**config.mk**
```make
export PLATFORM = sky130hd
export DESIGN_NAME = dctimer
export DESIGN_NICKNAME = d
export VERILOG_FILES = /design/src/rtl/dct_pkg.sv /design/src/rtl/dct_regs.sv /design/src/rtl/dct_prescaler.sv /design/src/rtl/dct_counter.sv /design/src/rtl/dctimer.sv
export SDC_FILE = /design/constraint.sdc
export NUM_CORES = 1
export LEC_CHECK = 0
export BUFFER_PORTS_ARGS = -buffer_cell sky130_fd_sc_hd__clkbuf_2
export CAP_MARGIN = 5
export CORE_MARGIN = 2
export CORE_UTILIZATION = 40
export CTS_BUF_LIST = sky130_fd_sc_hd__clkbuf_16
export CTS_CLUSTER_SIZE = 8
export DETAILED_ROUTE_END_ITERATION = 8
export SYNTH_ARGS = -nofsm -noshare
export SYNTH_HDL_FRONTEND = slang
export SYNTH_HIERARCHICAL = 1
export SYNTH_SLANG_ARGS = --single-unit
```
**constraint.sdc**
```tcl
create_clock -name clk -period 3.17 [get_ports clk]
set_input_delay 0.317 -clock clk [delete_from_list [all_inputs] [get_ports clk]]
set_output_delay 0.317 -clock clk [all_outputs]
set_load 0.005 [all_outputs]
```
**src/rtl/dct_pkg.sv**
```systemverilog
package dct_pkg;

  // Control word field positions (decoded by the timer core)
  localparam int CTL_PERIODIC_BIT = 17;
  localparam int CTL_MASK_BIT     = 16;

  // Prescaler code width and raw register width
  localparam int PSC_CODE_W = 3;
  localparam int PSC_RAW_W  = 4;
  localparam logic [PSC_RAW_W-1:0] PSC_KEEP = 4'b1011;

  typedef enum logic {
    MODE_ONESHOT  = 1'b0,
    MODE_PERIODIC = 1'b1
  } mode_e;

  // Scattered code {b3,b1,b0} -> shift amount (code+1) mod 8
  function automatic logic [PSC_CODE_W-1:0] psc_shift(input logic [PSC_RAW_W-1:0] raw);
    logic [PSC_CODE_W-1:0] code;
    code = {raw[3], raw[1], raw[0]};
    return code + 3'd1;
  endfunction

endpackage

```
**src/rtl/dct_regs.sv**
```systemverilog
module dct_regs
  import dct_pkg::*;
#(
  parameter int DATA_W = 32,
  parameter int VEC_W  = 8
) (
  input  logic                 clk,
  input  logic                 rst_n,
  input  logic                 load_wr,
  input  logic                 prediv_wr,
  input  logic                 ctl_wr,
  input  logic [DATA_W-1:0]    wdata,
  output logic [DATA_W-1:0]    load_q,
  output logic [PSC_RAW_W-1:0] prediv_q,
  output mode_e                mode_q,
  output logic                 mask_q,
  output logic [VEC_W-1:0]     vec_q
);

  logic [DATA_W-1:0]    load_d;
  logic [PSC_RAW_W-1:0] prediv_d;
  mode_e                mode_d;
  logic                 mask_d;
  logic [VEC_W-1:0]     vec_d;

  // Next-state with explicit enables
  always_comb begin
    load_d   = load_q;
    prediv_d = prediv_q;
    mode_d   = mode_q;
    mask_d   = mask_q;
    vec_d    = vec_q;
    if (load_wr) begin
      load_d = wdata;
    end
    if (prediv_wr) begin
      prediv_d = wdata[PSC_RAW_W-1:0] & PSC_KEEP;
    end
    if (ctl_wr) begin
      mode_d = mode_e'(wdata[CTL_PERIODIC_BIT]);
      mask_d = wdata[CTL_MASK_BIT];
      vec_d  = wdata[VEC_W-1:0];
    end
  end

  always_ff @(posedge clk or negedge rst_n) begin
    if (!rst_n) begin
      load_q   <= '0;
      prediv_q <= '0;
      mode_q   <= MODE_ONESHOT;
      mask_q   <= 1'b1;
      vec_q    <= '0;
    end else begin
      load_q   <= load_d;
      prediv_q <= prediv_d;
      mode_q   <= mode_d;
      mask_q   <= mask_d;
      vec_q    <= vec_d;
    end
  end

  // Bits outside the kept code never appear in the prescaler register
  assert_prediv_kept_R2: assert property (@(posedge clk) disable iff (!rst_n)
    prediv_q[2] == 1'b0);

endmodule

```
**src/rtl/dct_prescaler.sv**
```systemverilog
module dct_prescaler #(
  parameter int SHIFT_W = 3
) (
  input  logic               clk,
  input  logic               rst_n,
  input  logic               clear,
  input  logic [SHIFT_W-1:0] shift,
  output logic               tick
);

  localparam int PRE_W = (1 << SHIFT_W) - 1;

  logic [PRE_W-1:0] cnt_q;
  logic [PRE_W-1:0] cnt_d;
  logic [PRE_W-1:0] sel;

  // Bits of the phase counter that take part in the divide
  for (genvar i = 0; i < PRE_W; i++) begin : g_sel
    assign sel[i] = (shift > SHIFT_W'(i));
  end

  // A tick when every selected phase bit is one
  assign tick = &(cnt_q | ~sel);

  always_comb begin
    if (clear) begin
      cnt_d = '0;
    end else begin
      cnt_d = cnt_q + PRE_W'(1);
    end
  end

  always_ff @(posedge clk or negedge rst_n) begin
    if (!rst_n) begin
      cnt_q <= '0;
    end else begin
      cnt_q <= cnt_d;
    end
  end

  assert_phase_restart_R5: assert property (@(posedge clk) disable iff (!rst_n)
    clear |=> (cnt_q == '0));

endmodule

```
**src/rtl/dct_counter.sv**
```systemverilog
module dct_counter
  import dct_pkg::*;
#(
  parameter int DATA_W = 32,
  parameter int VEC_W  = 8
) (
  input  logic              clk,
  input  logic              rst_n,
  input  logic              load,
  input  logic [DATA_W-1:0] load_data,
  input  logic [DATA_W-1:0] reload,
  input  logic              tick,
  input  mode_e             mode,
  input  logic              masked,
  input  logic [VEC_W-1:0]  vec,
  output logic [DATA_W-1:0] count_q,
  output logic              fire_q,
  output logic [VEC_W-1:0]  fire_vec_q
);

  logic [DATA_W-1:0] count_d;
  logic              armed_q;
  logic              armed_d;
  logic              expire;
  logic              fire_d;
  logic [VEC_W-1:0]  fire_vec_d;

  always_comb begin
    count_d = count_q;
    armed_d = armed_q;
    expire  = 1'b0;
    if (load) begin
      count_d = load_data;
      armed_d = 1'b1;
    end else if (tick && armed_q) begin
      if (count_q != '0) begin
        count_d = count_q - DATA_W'(1);
      end else begin
        expire = 1'b1;
        if (mode == MODE_PERIODIC) begin
          count_d = reload;
        end else begin
          armed_d = 1'b0;
        end
      end
    end
    fire_d     = expire && !masked;
    fire_vec_d = fire_d ? vec : '0;
  end

  always_ff @(posedge clk or negedge rst_n) begin
    if (!rst_n) begin
      count_q    <= '0;
      armed_q    <= 1'b0;
      fire_q     <= 1'b0;
      fire_vec_q <= '0;
    end else begin
      count_q    <= count_d;
      armed_q    <= armed_d;
      fire_q     <= fire_d;
      fire_vec_q <= fire_vec_d;
    end
  end

  assert_moves_on_tick_R4: assert property (@(posedge clk) disable iff (!rst_n)
    (!load && !tick) |=> $stable(count_q));

  assert_oneshot_rests_R6: assert property (@(posedge clk) disable iff (!rst_n)
    (!load && mode == MODE_ONESHOT && count_q == '0) |=> (count_q == '0));

  assert_fire_follows_tick_R7: assert property (@(posedge clk) disable iff (!rst_n)
    fire_q |-> $past(tick));

  assert_masked_silent_R9: assert property (@(posedge clk) disable iff (!rst_n)
    fire_q |-> !$past(masked));

  assert_vec_idle_zero_R10: assert property (@(posedge clk) disable iff (!rst_n)
    !fire_q |-> (fire_vec_q == '0));

  assert_idle_silent_R11: assert property (@(posedge clk) disable iff (!rst_n)
    fire_q |-> $past(armed_q));

endmodule

```
**src/rtl/dctimer.sv**
```systemverilog
module dctimer
  import dct_pkg::*;
#(
  parameter int DATA_W = 32,
  parameter int VEC_W  = 8
) (
  input  logic              clk,
  input  logic              rst_n,
  input  logic              load_wr,
  input  logic              prediv_wr,
  input  logic              ctl_wr,
  input  logic [DATA_W-1:0] wdata,
  output logic [DATA_W-1:0] count_now,
  output logic [DATA_W-1:0] load_val,
  output logic [3:0]        prediv_val,
  output logic [DATA_W-1:0] ctl_val,
  output logic              irq_fire,
  output logic [VEC_W-1:0]  irq_vec
);

  logic [1:0]            rst_sync_q;
  logic                  rst_int_n;
  logic [PSC_RAW_W-1:0]  prediv_q;
  mode_e                 mode_q;
  logic                  mask_q;
  logic [VEC_W-1:0]      vec_q;
  logic [PSC_CODE_W-1:0] shift;
  logic                  tick;

  // Asynchronous assert, synchronous release
  always_ff @(posedge clk or negedge rst_n) begin
    if (!rst_n) begin
      rst_sync_q <= 2'b00;
    end else begin
      rst_sync_q <= {rst_sync_q[0], 1'b1};
    end
  end
  assign rst_int_n = rst_sync_q[1];

  dct_regs #(.DATA_W(DATA_W), .VEC_W(VEC_W)) u_regs (
    .clk       (clk),
    .rst_n     (rst_int_n),
    .load_wr   (load_wr),
    .prediv_wr (prediv_wr),
    .ctl_wr    (ctl_wr),
    .wdata     (wdata),
    .load_q    (load_val),
    .prediv_q  (prediv_q),
    .mode_q    (mode_q),
    .mask_q    (mask_q),
    .vec_q     (vec_q)
  );

  assign shift = psc_shift(prediv_q);

  dct_prescaler #(.SHIFT_W(PSC_CODE_W)) u_psc (
    .clk   (clk),
    .rst_n (rst_int_n),
    .clear (load_wr),
    .shift (shift),
    .tick  (tick)
  );

  dct_counter #(.DATA_W(DATA_W), .VEC_W(VEC_W)) u_cnt (
    .clk        (clk),
    .rst_n      (rst_int_n),
    .load       (load_wr),
    .load_data  (wdata),
    .reload     (load_val),
    .tick       (tick),
    .mode       (mode_q),
    .masked     (mask_q),
    .vec        (vec_q),
    .count_q    (count_now),
    .fire_q     (irq_fire),
    .fire_vec_q (irq_vec)
  );

  assign prediv_val = prediv_q;

  always_comb begin
    ctl_val                   = '0;
    ctl_val[CTL_PERIODIC_BIT] = (mode_q == MODE_PERIODIC);
    ctl_val[CTL_MASK_BIT]     = mask_q;
    ctl_val[VEC_W-1:0]        = vec_q;
  end

endmodule

```
# Word-level counts from Yosys, hierarchy flattened
# Index checks and enable logic that the tools add are counted.
# W data, S select, Z words.
[totals] regBits=96 elab_cells=47 out_inout_bits=109 input_bits=37
[op_classes] eq_ne=2 n_mux=13 n_reduce_logical=9 bitwise=2 addsub=3 magnitude_cmp=7
[op_table] cell="$mux W32" count=4
[op_table] cell="$reduce_bool A32 Y1" count=1
[op_table] cell="$sub A32 B1 Y32 const B" count=1
[op_table] cell="$gt A3 B3 Y1 const B" count=3
[op_table] cell="$mux W8" count=1
[op_table] cell="$add A7 B1 Y7 const B" count=1
[op_table] cell="$mux W1" count=7
[op_table] cell="$mux W7" count=1
[op_table] cell="$not A7 Y7" count=1
[op_table] cell="$or A7 B7 Y7" count=1
[op_table] cell="$reduce_and A7 Y1" count=1
[op_table] cell="$gt A3 B1 Y1 const B" count=2
[op_table] cell="$gt A3 B2 Y1 const B" count=2
[op_table] cell="$ne A2 B2 Y1 const B" count=2
[op_table] cell="$add A3 B1 Y3 const B" count=1
[op_table] cell="$reduce_and A3 Y1" count=1
[op_table] cell="$reduce_bool A3 Y1" count=1
[op_table] cell="$logic_and A1 B1 Y1" count=2
[op_table] cell="$reduce_and A2 Y1" count=1
[op_table] cell="$reduce_bool A2 Y1" count=1
[op_table] cell="$logic_not A1 Y1" count=1

# Longest topological paths before layout
[depth] ltp_word=10 ltp_mapped=13 ltp_nobuf=12

# Cells and area by module
# The synthesis kept the hierarchy.
[modules_own_cells] module="dct_counter" seq_area_each_um2=1051.0 cells_per_inst=351 instances=1 area_per_inst_um2=2904.0
[modules_own_cells] module="dct_regs" seq_area_each_um2=1127.3 cells_per_inst=97 instances=1 area_per_inst_um2=1834.3
[modules_own_cells] module="dct_prescaler" seq_area_each_um2=175.2 cells_per_inst=39 instances=1 area_per_inst_um2=356.6
[modules_own_cells] module="dctimer" seq_area_each_um2=50.0 cells_per_inst=31 instances=1 area_per_inst_um2=262.8

# Worst setup path after synthesis
# No wires, ideal clock.
[synth_path] path_type="register to register" from="register u_cnt.count_q[12]" to="register u_cnt.count_q[13]" setup_slack_ns=0.266 t_required_ns=3.030 setup_time_ns=0.140 period_less_slack_ns=2.904 t_arrival_ns=2.764 path_buffers=3 stages_incl_launch_ff=10 path_cell_list="dfrtp_1 > buf_6 > or4_4 > or4_4 > buf_6 > or3_4 > buf_6 > or3_1 > a21oi_1 > a311oi_1"
[synth_via] elab_chain_cells=4 elab_cells_between_ends=7 classes_between="add/sub (1); mux (3); reduce/logical (3)"
[synth_rtl] item="start, declared" line_no="dct_counter.sv:16" rtl="output logic [DATA_W-1:0] count_q,"
[synth_rtl] item="start signal, assigned" line_no="dct_counter.sv:58" rtl="count_q <= count_d;"
[synth_rtl] item="$sub A32 B1 Y32 or $reduce_bool A32 Y1 (tied branches)" line_no="dct_counter.sv:37, dct_counter.sv:36"
[synth_rtl] item="$mux W32" line_no="dct_counter.sv:36" rtl="if (count_q != '0) begin"
[synth_rtl] item="$mux W32" line_no="dct_counter.sv:35" rtl="end else if (tick && armed_q) begin"
[synth_rtl] item="$mux W32" line_no="dct_counter.sv:32" rtl="if (load) begin"
# Parallel ways exist; a longest one is shown, timed or not. The select of a mux whose other input is x is not followed.
# A chain may end at the register's enable or synchronous reset.

# Worst setup path after layout
[layout_path] from="register u_cnt.count_q[26]" to="register u_cnt.count_q[6]"
[layout_via] elab_chain_cells=4 elab_cells_between_ends=6 classes_between="mux (3); reduce/logical (3)"
[layout_rtl] item="$reduce_bool A32 Y1 *" line_no="dct_counter.sv:36"
[layout_rtl] item="$mux W32" line_no="dct_counter.sv:36"
[layout_rtl] item="$mux W32" line_no="dct_counter.sv:35"
[layout_rtl] item="$mux W32" line_no="dct_counter.sv:32"
# Every way passes the cells marked *; elsewhere a longest branch is shown, timed or not. The select of a mux whose other input is x is not followed.

==> qor.csv <==
metric,value,unit
clk_path_buf_depth,2,
io_buffers,122,
htreeDepth,3,
power.internal,0.00229,W
hold_start,wdata[21],
reg2reg_to,u_cnt/count_q[6],
drt_iter0_drc,270,
grt_use_met2,0.346,
wl,15300,µm
holdPathEnd,u_cnt/count_q[21],
fin_ws,0.139,ns
grt_pass1_vias,4417,
cts.sink_count,96,
grt_pass1_wl,24200,µm
grt_max_degree,54,
async_flop_share,1.00,
cts_tree,yes,
grt.overflow.total,0,
die-area,14300,µm²
met1_usage,0.302,
final_area,6380,µm²
setup_viol,0,
min_path_type,in2reg,
drive_gt1_frac,0.341,
reg2reg_slack,0.14,ns
setup_tns,0,ns
final_max_slew_viol_count,0,
root_buffer,clkbuf_16,
synth_cell_type_count,64,
cp_max_fo,20,
maxCapViolCount,0,
avgRoutedWirePerCell,18.4,µm
grt-busiest-layer,met2,
vdd_drop_max,0.228,mV
cp-start-kind,flop,
yosysWarningCount,6,
num_vias,4451,
switchingPower,0.00110,W
final_nets,690,
dp_slack,0.0447,ns
critical_path_class,reg2reg,
hold_depth,3,
clock.fmax,0.330,GHz
ant_nets,0,
synth_edf_count,0,
area_delta_synth_final,19.1,%
dpl-instance-area,6090,µm²
rsz0062_at_grt,false,
cp.required,3.41,ns
leakage,2.92,nW
die_h,120,µm
ys.flop_type,dfrtp_1,
start_util,0.408,
clkPwrFrac,0.312,
period_share,0.956,
cp.arrival,3.27,ns
ys_seq_area_frac,0.449,
cp-end-kind,flop,
antenna_cells,0,
hold_violations,0,
worstMarginPinSlew,0.690,ns
insertion_delay,0.35,ns
p_total,0.00338,W
ys_ff_latch,96,
vias_per_cell,5.36,
syn_inst,518,
rows,42,
netlist_area,5360,µm²
post_cts_buffers,0,
maxSlewHeadroom,0.540,
fill_cells,1281,
io_pins,146,
path_clk_slew,0.07,ns
r2r_start,u_cnt/count_q[26],
drc,0,
ff2ff_path_depth,5,
place_congestion,0.890,
pwr-share-seq,0.462,
met3_usage,0.0390,
grt_use_total,0.218,
detail_route.first_pass.iterations,5,
core_area,13100,µm²
cts_buffers,9,
status,finished clean,
power_frac_comb,0.225,
dp_hpwl,11000,µm
swShare,0.324,
min_period,3.03,ns
syn_avg_cell_area,10.3,µm²
grt_antenna_before_repair,0,
die_w,120,µm
fin_worst_skew,0.0106,ns
p_per_area,530,nW/µm²
cell families (layout without fill, tap and decap cells):
group	after synthesis	count (layout)	share of synthesized area
simple gates	173	173	0.161
mux	45	45	0.116
flops	96	96	0.449
compound gates	116	116	0.146
xor+xnor	21	21	0.0343
buf+inv	60	175	0.0824
fa+ha+maj	4	4	0.00934
other cells	3	24	0.00210
repair_timing:
item / in CTS / in global routing
endpoints found under the setup margin: 0 / 11
hold buffers: 1 / 0
gates resized for setup: 0 / 1
endpoints found under the hold margin: 2 / 0
how the worst max path moves through the flow:
stage,end,cells past startpoint,from,slack [ns]
3_5_place_dp,u_cnt/count_q[31],5,u_cnt/count_q[20],0.04
6_report,u_cnt/count_q[6],5,u_cnt/count_q[26],0.14
4_1_cts,u_cnt/count_q[6],5,u_cnt/count_q[27],0.04
3_3_place_gp,u_cnt/count_q[6],5,u_cnt/count_q[20],0.09
2_1_floorplan,u_cnt/count_q[13],9,u_cnt/count_q[12],0.27
5_1_grt,u_cnt/count_q[31],5,u_cnt/count_q[20],0.07
flip-flops by register name, summed over array words and instances, names as in the netlist:
name and count:
u_cnt/count_q 32, u_regs/load_q 32, u_cnt/fire_vec_q 8, u_regs/vec_q 8, u_psc/cnt_q 7, u_regs/prediv_q 3
rst_sync_q 2, u_cnt/armed_q 1, u_cnt/fire_q 1, u_regs/mask_q 1, u_regs/mode_q 1
metal layers:
layer  share of wire  up-vias  wire (µm)
met1            0.45     2207       6950
met4           0.021        0        318
met2            0.47      140       7130
met5               0        -          0
li1                -     2086          -
met3           0.059       18        899
metrics by stage:
step	util	std cells	hold slack (ns)
3_5_place_dp	0.463	813	0.105
6_report	0.486	830	0.190
4_1_cts	0.486	830	0.179
5_1_grt	0.486	830	0.206
2_1_floorplan	-	539	0.0214
3_3_place_gp	0.463	813	0.105
critical path, cell delays in order, from the launching register on:
cell     delay (ns)
dfrtp_1        0.39
or4_1          0.60
or4_4          0.59
or3_4          0.52
o31a_2         0.52
o221a_1        0.29
layout make-up:
type                            instances  area, µm²  share of cell area
Sequential cell                        96       2410               0.377
Clock buffer                            9        225              0.0353
Multi-Input combinational cell        383       2590               0.406
Tap cell                              176        220              0.0345
Clock inverter                          7       56.3             0.00882
Inverter                                7       26.3             0.00412
Timing Repair Buffer                  152        853               0.134
placed cells by master (no fill, tap or decap), types with 5 or more instances in the layout:
master,count
or4_1,6
nor2_1,48
nand3_1,9
a22oi_1,8
nor3_1,12
xor2_1,12
o21ai_0,21
o211ai_1,6
conb_1,24
nand4_1,6
nor4_1,9
mux2_2,15
xnor2_1,9
a31oi_1,5
inv_1,8
or3_1,11
mux2_4,30
clkbuf_16,9
buf_4,29
a21oi_1,34
nand2_1,45
clkbuf_2,121
dfrtp_1,94
and2_1,9
synth_stat cells, types with 3 or more instances:
cell type  instances  area (µm²)
dfrtp_1           95        2380
nor2_1            48         180
nand2_1           45         169
a21oi_1           34         170
mux2_4            30         450
buf_4             25         188
o21ai_0           21         105
mux2_2            15         169
nor3_1            12        60.1
xor2_1            12         105
or3_1             11        68.8
clkbuf_1          10        37.5
and2_1             9        56.3
buf_6              9         101
nand3_1            9        45.0
nor4_1             9        56.3
xnor2_1            9        78.8
a22oi_1            8        60.1
inv_1              7        26.3
nand4_1            6        37.5
o211ai_1           6        45.0
or4_1              6        45.0
a31oi_1            5        31.3
buf_2              5        25.0
a211o_1            4        35.0
ha_1               4        50.1
o31a_1             4        35.0
o31ai_1            4        30.0
a2bb2oi_1          3        26.3
buf_12             3        60.1
conb_1             3        11.3
nand2b_1           3        18.8
power by group through the flow:
stage	Clock, W	Combinational, W	Sequential [W]
final	0.00106	0.000762	0.00156
after global routing	0.00114	0.000842	0.00159
after CTS	0.00109	0.000767	0.00156
after detailed placement	0	0.000762	0.00159
after global placement	0	0.000756	0.00158
after floorplan	0	0.000461	0.00156
Power figures use the tool's default switching activity.
